===== config.mk =====
export PLATFORM = sky130hd
export DESIGN_NAME = rhc_cell
export DESIGN_NICKNAME = d
export VERILOG_FILES = /design/src/rtl/rhc_pkg.sv /design/src/rtl/rhc_r3_gate.sv /design/src/rtl/rhc_route.sv /design/src/rtl/rhc_mask.sv /design/src/rtl/rhc_cell.sv
export SDC_FILE = /design/constraint.sdc
export NUM_CORES = 1
export LEC_CHECK = 0
export ABC_AREA = 1
export ABC_CLOCK_PERIOD_IN_PS = 1600
export BUFFER_PORTS_ARGS = -buffer_cell sky130_fd_sc_hd__buf_2
export CAP_MARGIN = 30
export CELL_PAD_IN_SITES_DETAIL_PLACEMENT = 1
export CELL_PAD_IN_SITES_GLOBAL_PLACEMENT = 1
export CORE_AREA = 2 2 39 41
export DETAILED_ROUTE_END_ITERATION = 6
export DIE_AREA = 0 0 41 43
export MAX_ROUTING_LAYER = met4
export PLACE_DENSITY = 0.54
export SETUP_SLACK_MARGIN = 0.05
export SYNTH_ARGS = -nofsm -noshare
export SYNTH_HDL_FRONTEND = slang
export SYNTH_SLANG_ARGS = --single-unit

===== constraint.sdc =====
create_clock -name vclk -period 1.6
set_clock_uncertainty 0.15 [all_clocks]
set_input_delay 0.32 -clock vclk [all_inputs]
set_output_delay 0.32 -clock vclk [all_outputs]
set_load 0.01 [all_outputs]

===== src/rtl/rhc_pkg.sv =====
package rhc_pkg;

    localparam int GATE_W = 3;

    typedef enum logic [2:0] {
        OP_ADDSUB   = 3'd0,
        OP_AND_XOR  = 3'd1,
        OP_NAND_XOR = 3'd2,
        OP_NOT_COPY = 3'd3,
        OP_XNOR     = 3'd4
    } op_e;

    // Role assignment used by the cell: A at wire 1, B at wire 2, C at wire 0
    localparam int CELL_ROLE_A = 1;
    localparam int CELL_ROLE_B = 2;
    localparam int CELL_ROLE_C = 0;

endpackage


===== src/rtl/rhc_r3_gate.sv =====
module rhc_r3_gate #(
    parameter int ROLE_A = 0,
    parameter int ROLE_B = 1,
    parameter int ROLE_C = 2
) (
    input  logic [rhc_pkg::GATE_W-1:0] g_in,
    output logic [rhc_pkg::GATE_W-1:0] g_out
);
    logic ctl_and;

    always_comb begin
        ctl_and        = g_in[ROLE_A] & g_in[ROLE_C];
        g_out          = '0;
        g_out[ROLE_A]  = g_in[ROLE_A] ^ g_in[ROLE_B] ^ ctl_and ^ 1'b1;
        g_out[ROLE_B]  = g_in[ROLE_B] ^ ctl_and ^ 1'b1;
        g_out[ROLE_C]  = g_in[ROLE_C] ^ g_in[ROLE_A];
    end

    // Inverse mapping: recover the inputs from the outputs alone
    logic rec_a, rec_b, rec_c;
    always_comb begin
        rec_a = g_out[ROLE_A] ^ g_out[ROLE_B];
        rec_c = g_out[ROLE_C] ^ rec_a;
        rec_b = g_out[ROLE_B] ^ (rec_a & rec_c) ^ 1'b1;
        a_r2_inverse_a: assert (rec_a == g_in[ROLE_A]);
        a_r2_inverse_b: assert (rec_b == g_in[ROLE_B]);
        a_r2_inverse_c: assert (rec_c == g_in[ROLE_C]);
    end

endmodule


===== src/rtl/rhc_route.sv =====
module rhc_route (
    input  logic [2:0]                 op_sel,
    input  logic                       x_in,
    input  logic                       y_in,
    output logic [rhc_pkg::GATE_W-1:0] gate_in,
    output logic [rhc_pkg::GATE_W-1:0] keep
);
    import rhc_pkg::*;

    op_e op;

    always_comb begin
        op = op_e'(op_sel);
        case (op)
            OP_ADDSUB: begin
                gate_in = {1'b1, y_in, x_in};
                keep    = 3'b111;
            end
            OP_AND_XOR: begin
                gate_in = {1'b1, y_in, x_in};
                keep    = 3'b101;
            end
            OP_NAND_XOR: begin
                gate_in = {1'b0, y_in, x_in};
                keep    = 3'b101;
            end
            OP_NOT_COPY: begin
                gate_in = {1'b1, 1'b1, x_in};
                keep    = 3'b101;
            end
            OP_XNOR: begin
                gate_in = {y_in, x_in, 1'b1};
                keep    = 3'b111;
            end
            default: begin
                gate_in = '0;
                keep    = '0;
            end
        endcase
    end

endmodule


===== src/rtl/rhc_mask.sv =====
module rhc_mask (
    input  logic [rhc_pkg::GATE_W-1:0] raw,
    input  logic [rhc_pkg::GATE_W-1:0] keep,
    output logic [rhc_pkg::GATE_W-1:0] res,
    output logic [rhc_pkg::GATE_W-1:0] valid
);
    always_comb begin
        res   = raw & keep;
        valid = keep;
    end
endmodule


===== src/rtl/rhc_cell.sv =====
module rhc_cell (
    input  logic [2:0] op_sel,
    input  logic       x_in,
    input  logic       y_in,
    output logic [2:0] res_o,
    output logic [2:0] valid_o
);
    import rhc_pkg::*;

    logic [GATE_W-1:0] gate_in;
    logic [GATE_W-1:0] gate_out;
    logic [GATE_W-1:0] keep;

    rhc_route u_route (
        .op_sel  (op_sel),
        .x_in    (x_in),
        .y_in    (y_in),
        .gate_in (gate_in),
        .keep    (keep)
    );

    rhc_r3_gate #(
        .ROLE_A (CELL_ROLE_A),
        .ROLE_B (CELL_ROLE_B),
        .ROLE_C (CELL_ROLE_C)
    ) u_gate (
        .g_in  (gate_in),
        .g_out (gate_out)
    );

    rhc_mask u_mask (
        .raw   (gate_out),
        .keep  (keep),
        .res   (res_o),
        .valid (valid_o)
    );

    always_comb begin
        // unused codes flag nothing and output nothing
        if (op_sel > 3'd4) begin
            a_r8_unused_quiet: assert (valid_o == 3'b000 && res_o == 3'b000);
        end
        // every garbage position reads zero
        a_r9_garbage_zero: assert ((res_o & ~valid_o) == 3'b000);
        // borrow and carry are never raised together
        if (op_sel == 3'd0) begin
            a_r3_no_double_out: assert (!(res_o[1] && res_o[2]));
        end
        // the copy and its complement always differ
        if (op_sel == 3'd3) begin
            a_r6_copy_differs: assert (res_o[0] != res_o[2]);
        end
    end

endmodule


==> metrics.txt, run 1 <==
CP max stage cell=ha_4; Most Frequent Cell on Critical Path=nand3_2; Seq/Total Area, Yosys=0; Pre-antenna DRT Iters=1; failing checks=setup timing; routability congestion estimate=0.671; setup_tns=-455 ps; synthesis-to-layout area growth=157%; Seq pwr share=0; worst hold path type=in -> out; critical path startpoint category=primary input; ANT cells=0; IO buf count=11; Largest stage delay, worst path=160 ps; seq_cells=0; CP Capture Type=primary output; PD cells=319 mW/mm^2; layout cells sized above 1=0.926; die height=43 um; CP Class=in -> out; GRT Total Usage=0.0850; RSZ-0062 raised after global routing=yes; Final period util=1.14; dpl ws=-281 ps; relative slew slack=0.902; via count=268; FMAX=0.547 GHz; syn nets=38; fin crit period=1830 ps; wire length per cell=9.27 um; Top Ports=11; crit-path cells=buf_8 -> nor2_4 -> nand3_2 -> nand2_4 -> ha_4 -> inv_4 -> nand3_2 -> nand3_2 -> a21oi_2 -> buf_2; CP required=1130 ps; initial DRC count=0; placed cell count=67; vias per cell=3.83; crit path buf inv count=3; wirelength, routed=649 um; hold slack final=1030 ps; Sw Ratio=0.479; Reg area=0 um^2; grt ovf=0; Max FO, Critical Path=3; Avg Cell Area, Syn=5.47 um^2; Worst Slack Setup Final=-229 ps; clkbuf count=0; cts hold-fix bufs=0; non-filler cells, final=70; Cells after Synth=32; die area=0.00176 mm^2; antenna violations before repair=0; worst ir drop on vdd=0.116 mV; Internal=0.0748 mW; cell area after layout=450 um^2; vias in the first global route=292; DP Area=348 um^2; first-pass GRT wire length=1090 um; Setup violations, final=3; HPWL Detailed=488 um; synth unique cells=12; Core Util, Final=0.325; combinational share of power=1.000; Initial Util=0.127; YS warnings=0; Syn Std Cell Area=175 um^2; DRC=0; final antenna-violating net count=0; std cell rows=14; total power=0.144 mW; status=finished with violations; leakage=0.228 nW; core area=0.00138 mm^2; final hold vios=0; max-slew violations=0; Worst-Margin Slew=147 ps; Switch Pwr=0.0689 mW; largest net degree at the start of global routing=5; family with the most delay on the worst path=simple AND/OR/NAND/NOR gates; Max Cap Viol=0; data arrival time of the critical path=1360 ps; die width=41 um; Final Net Count=62; Clock power frac=0
[cell usage after synthesis, drive strengths merged]
cell type	number	area (um^2)
nand2	10	50.1
inv	8	30.0
nand3	5	35.0
nor2	5	26.3
a21oi	2	13.8
buf	1	7.51
ha	1	12.5
[worst min-delay path, delay by kind of cell]
kind | cells | cell delay (ps)
compound gates | 1 | 50
buf+inv | 3 | 320
simple gates | 2 | 170
[worst paths after layout]
kind / slack [ps] / from / to / cells past startpoint
hold / removal: 1030 / op_sel[1] / res_o[2] / 6
setup / recovery: -230 / op_sel[0] / res_o[1] / 10
[cell families (layout without fill, tap and decap cells)]
family / count (synthesis) / in the layout / synth area share
buf+inv: 9 / 31 / 0.214
compound gates: 2 / 2 / 0.0786
fa+ha+maj: 1 / 1 / 0.0714
simple gates: 20 / 20 / 0.636
[cell usage in the layout (no fill, tap or decap)]
master and instances:
a21oi_2 2, nand2_1 2, inv_1 2, nor2_4 3, inv_2 4, buf_6 3
buf_8 2, ha_4 1, nand2_2 5, inv_4 2, nand2_4 3, buf_4 12
nor2_2 2, buf_2 6, nand3_2 5
[power by group through the flow]
stage / Clock (mW) / Combinational [mW] / Sequential, mW
after floorplan: 0 / 0.0604 / 0
after global placement: 0 / 0.106 / 0
after detailed placement: 0 / 0.108 / 0
after CTS: 0 / 0.124 / 0
after global routing: 0 / 0.159 / 0
final: 0 / 0.144 / 0
[final cells by class]
type,instances,area [um^2]
fill,174,933
inverter,8,35.0
multi-input combinational,23,211
tap,16,20.0
timing repair buffer,23,184
[per-layer routing]
metal | wire [um] | GRT usage | part of all wire | up-vias
met5 | 0 | - | 0 | -
met4 | 0 | 0 | 0 | 0
met3 | 37 | 0 | 0.057 | 0
met2 | 377 | 0.163 | 0.58 | 8
met1 | 234 | 0.0981 | 0.36 | 119
li1 | - | - | - | 141
[repair_timing]
item,in CTS,in global routing
buffers inserted,3,2
setup endpoints to repair,3,5
pin swaps,8,10
gates resized for setup,10,16
(Power assumes the default switching activity.)
==> run 2: changes to the inputs <==
REMOVE_ABC_BUFFERS = 1   (was not set)
==> run 2 against run 1 <==
The run still ends with setup timing left. Die area stayed put. Sequential share of layout area stayed put. Combinational power is 17% lower. Worst hold slack worse by 38 ps. Via count is 7.1% lower. Non-clock buffer count is 5 lower. Critical path depth stayed put. Cell count is 7.1% lower. Sequential cell count stayed put. Utilization is 4.9 points lower. Fmax is 1.5% higher. Count of clock-buffer cells in the layout stayed put.
==> metrics.txt, run 2 (synthesis results as in run 1) <==
Max Cap Viol=0 (unchanged); Reg area=0 um^2 (unchanged); vias per cell=3.83 (about the same); Initial Util=0.127 (unchanged); gr busiest metal=met2 (unchanged); routability congestion estimate=0.601 (was 0.671); GRT Total Usage=0.0645 (was 0.0850); vias in the first global route=228 (was 292); core area=0.00138 mm^2 (unchanged); GRT met1 Usage=0.0981 (unchanged); RSZ-0062 raised after global routing=yes (unchanged); Worst Slack Setup Final=-203 ps (was -229 ps); fin crit period=1800 ps (was 1830 ps); Setup violations, final=3 (unchanged); DP Area=288 um^2 (was 348 um^2); most frequent cells in the layout=8 x buf_4, 8 x buf_2, 6 x nand2_2, 5 x nand3_2, 4 x inv_2 (was 12 x buf_4, 6 x buf_2, 5 x nand3_2, 5 x nand2_2, 4 x inv_2); die area=0.00176 mm^2 (unchanged); synthesis-to-layout area growth=119% (was 157%); failing checks=setup timing (unchanged); cell area after layout=383 um^2 (was 450 um^2); area of the multi-input gates=200 um^2 (was 211 um^2); CP Capture Type=primary output (unchanged); via count=249 (was 268); ANT cells=0 (unchanged); layout cells sized above 1=0.857 (was 0.926); CP required=1130 ps (about the same); cts hold-fix bufs=0 (unchanged); CP Class=in -> out (unchanged); critical path startpoint category=primary input (unchanged); Max FO, Critical Path=3 (unchanged); hold-critical path depth=5 (was 6); Final Net Count=57 (was 62); DRC=0 (unchanged); status=finished with violations (unchanged); wirelength, routed=520 um (was 649 um); Top Ports=11 (unchanged); std cell rows=14 (unchanged); wire length per cell=8.00 um (was 9.27 um); met3 usage=0 (unchanged); max-slew violations=0 (unchanged); Worst-Margin Slew=154 ps (was 147 ps); die height=43 um (unchanged); leakage=0.196 nW (was 0.228 nW); final antenna-violating net count=0 (unchanged); data arrival time of the critical path=1330 ps (was 1360 ps); largest net degree at the start of global routing=5 (unchanged); HPWL Detailed=452 um (was 488 um); worst hold path type=in -> out (unchanged); clkbuf count=0 (unchanged); relative slew slack=0.897 (was 0.902); worst ir drop on vdd=0.0749 mV (was 0.116 mV); seq_cells=0 (unchanged); antenna violations before repair=0 (unchanged); hold endpoint=valid_o[1] (was res_o[2]); hold slack final=992 ps (was 1030 ps); final hold vios=0 (unchanged); grt ovf=0 (unchanged); IO buf count=11 (unchanged); die width=41 um (unchanged); FMAX=0.555 GHz (was 0.547 GHz); met2 Use GR=0.100 (was 0.163); PD cells=310 mW/mm^2 (was 319 mW/mm^2); first-pass GRT wire length=841 um (was 1090 um); initial DRC count=0 (unchanged); Pre-antenna DRT Iters=1 (unchanged); Hold Startpoint=op_sel[1] (unchanged); Final period util=1.13 (was 1.14); Fillers=185 (was 174)
==> run 2: stage by stage <==
stage	utilization	setup slack [ps]	TNS, ps	cells	total power [mW]
3_3_place_gp	0.208	-292	-577	64	0.0864
4_1_cts	0.249	-215	-426	65	0.107
3_5_place_dp	0.208	-331	-652	64	0.0883
2_1_floorplan	-	-90.8	-130	31	0.0472
5_1_grt	0.277	-275	-629	65	0.131
6_report	0.277	-203	-393	65	0.119
==> run 2: area by class of cell <==
cell class / instances / area share
Multi-Input combinational cell: 23 / 0.523
Timing Repair Buffer: 18 / 0.340
Inverter: 8 / 0.0850
Tap cell: 16 / 0.0523
==> run 2: how the worst max path moves through the flow <==
stage,slack [ps],cells after the start,from,endpoint
after floorplan,-90,8,op_sel[1],res_o[1]
after global placement,-290,10,op_sel[1],res_o[1]
after detailed placement,-330,10,op_sel[1],res_o[1]
after CTS,-210,10,op_sel[0],res_o[1]
after global routing,-280,10,op_sel[1],res_o[1]
final,-200,10,op_sel[1],res_o[1]
==> run 2: metal layers <==
layer | vias up | part of all wire
met4 | 0 | 0
li1 | 129 | -
met1 | 112 | 0.38
met2 | 8 | 0.54
met3 | 0 | 0.069
met5 | - | 0
==> run 2: repair_timing <==
item,in CTS,in global routing
endpoints found under the setup margin,3,3
pin swaps,12,10
resized for setup,14,13
buffers inserted,1,0
==> run 2: power by group <==
group,internal [mW],total [mW],switching (mW)
sequential,0,0,0
combinational,0.0584,0.119,0.0603
clock,0,0,0
total,0.0584,0.119,0.0603
==> run 2: worst max-delay path, stage by stage <==
cell     delay (ps)
buf_8           110
nor2_4          160
nand3_2          90
nand2_2          90
ha_4            160
inv_4            40
nand2_4          50
nand3_2          60
a21oi_2         120
buf_2           130
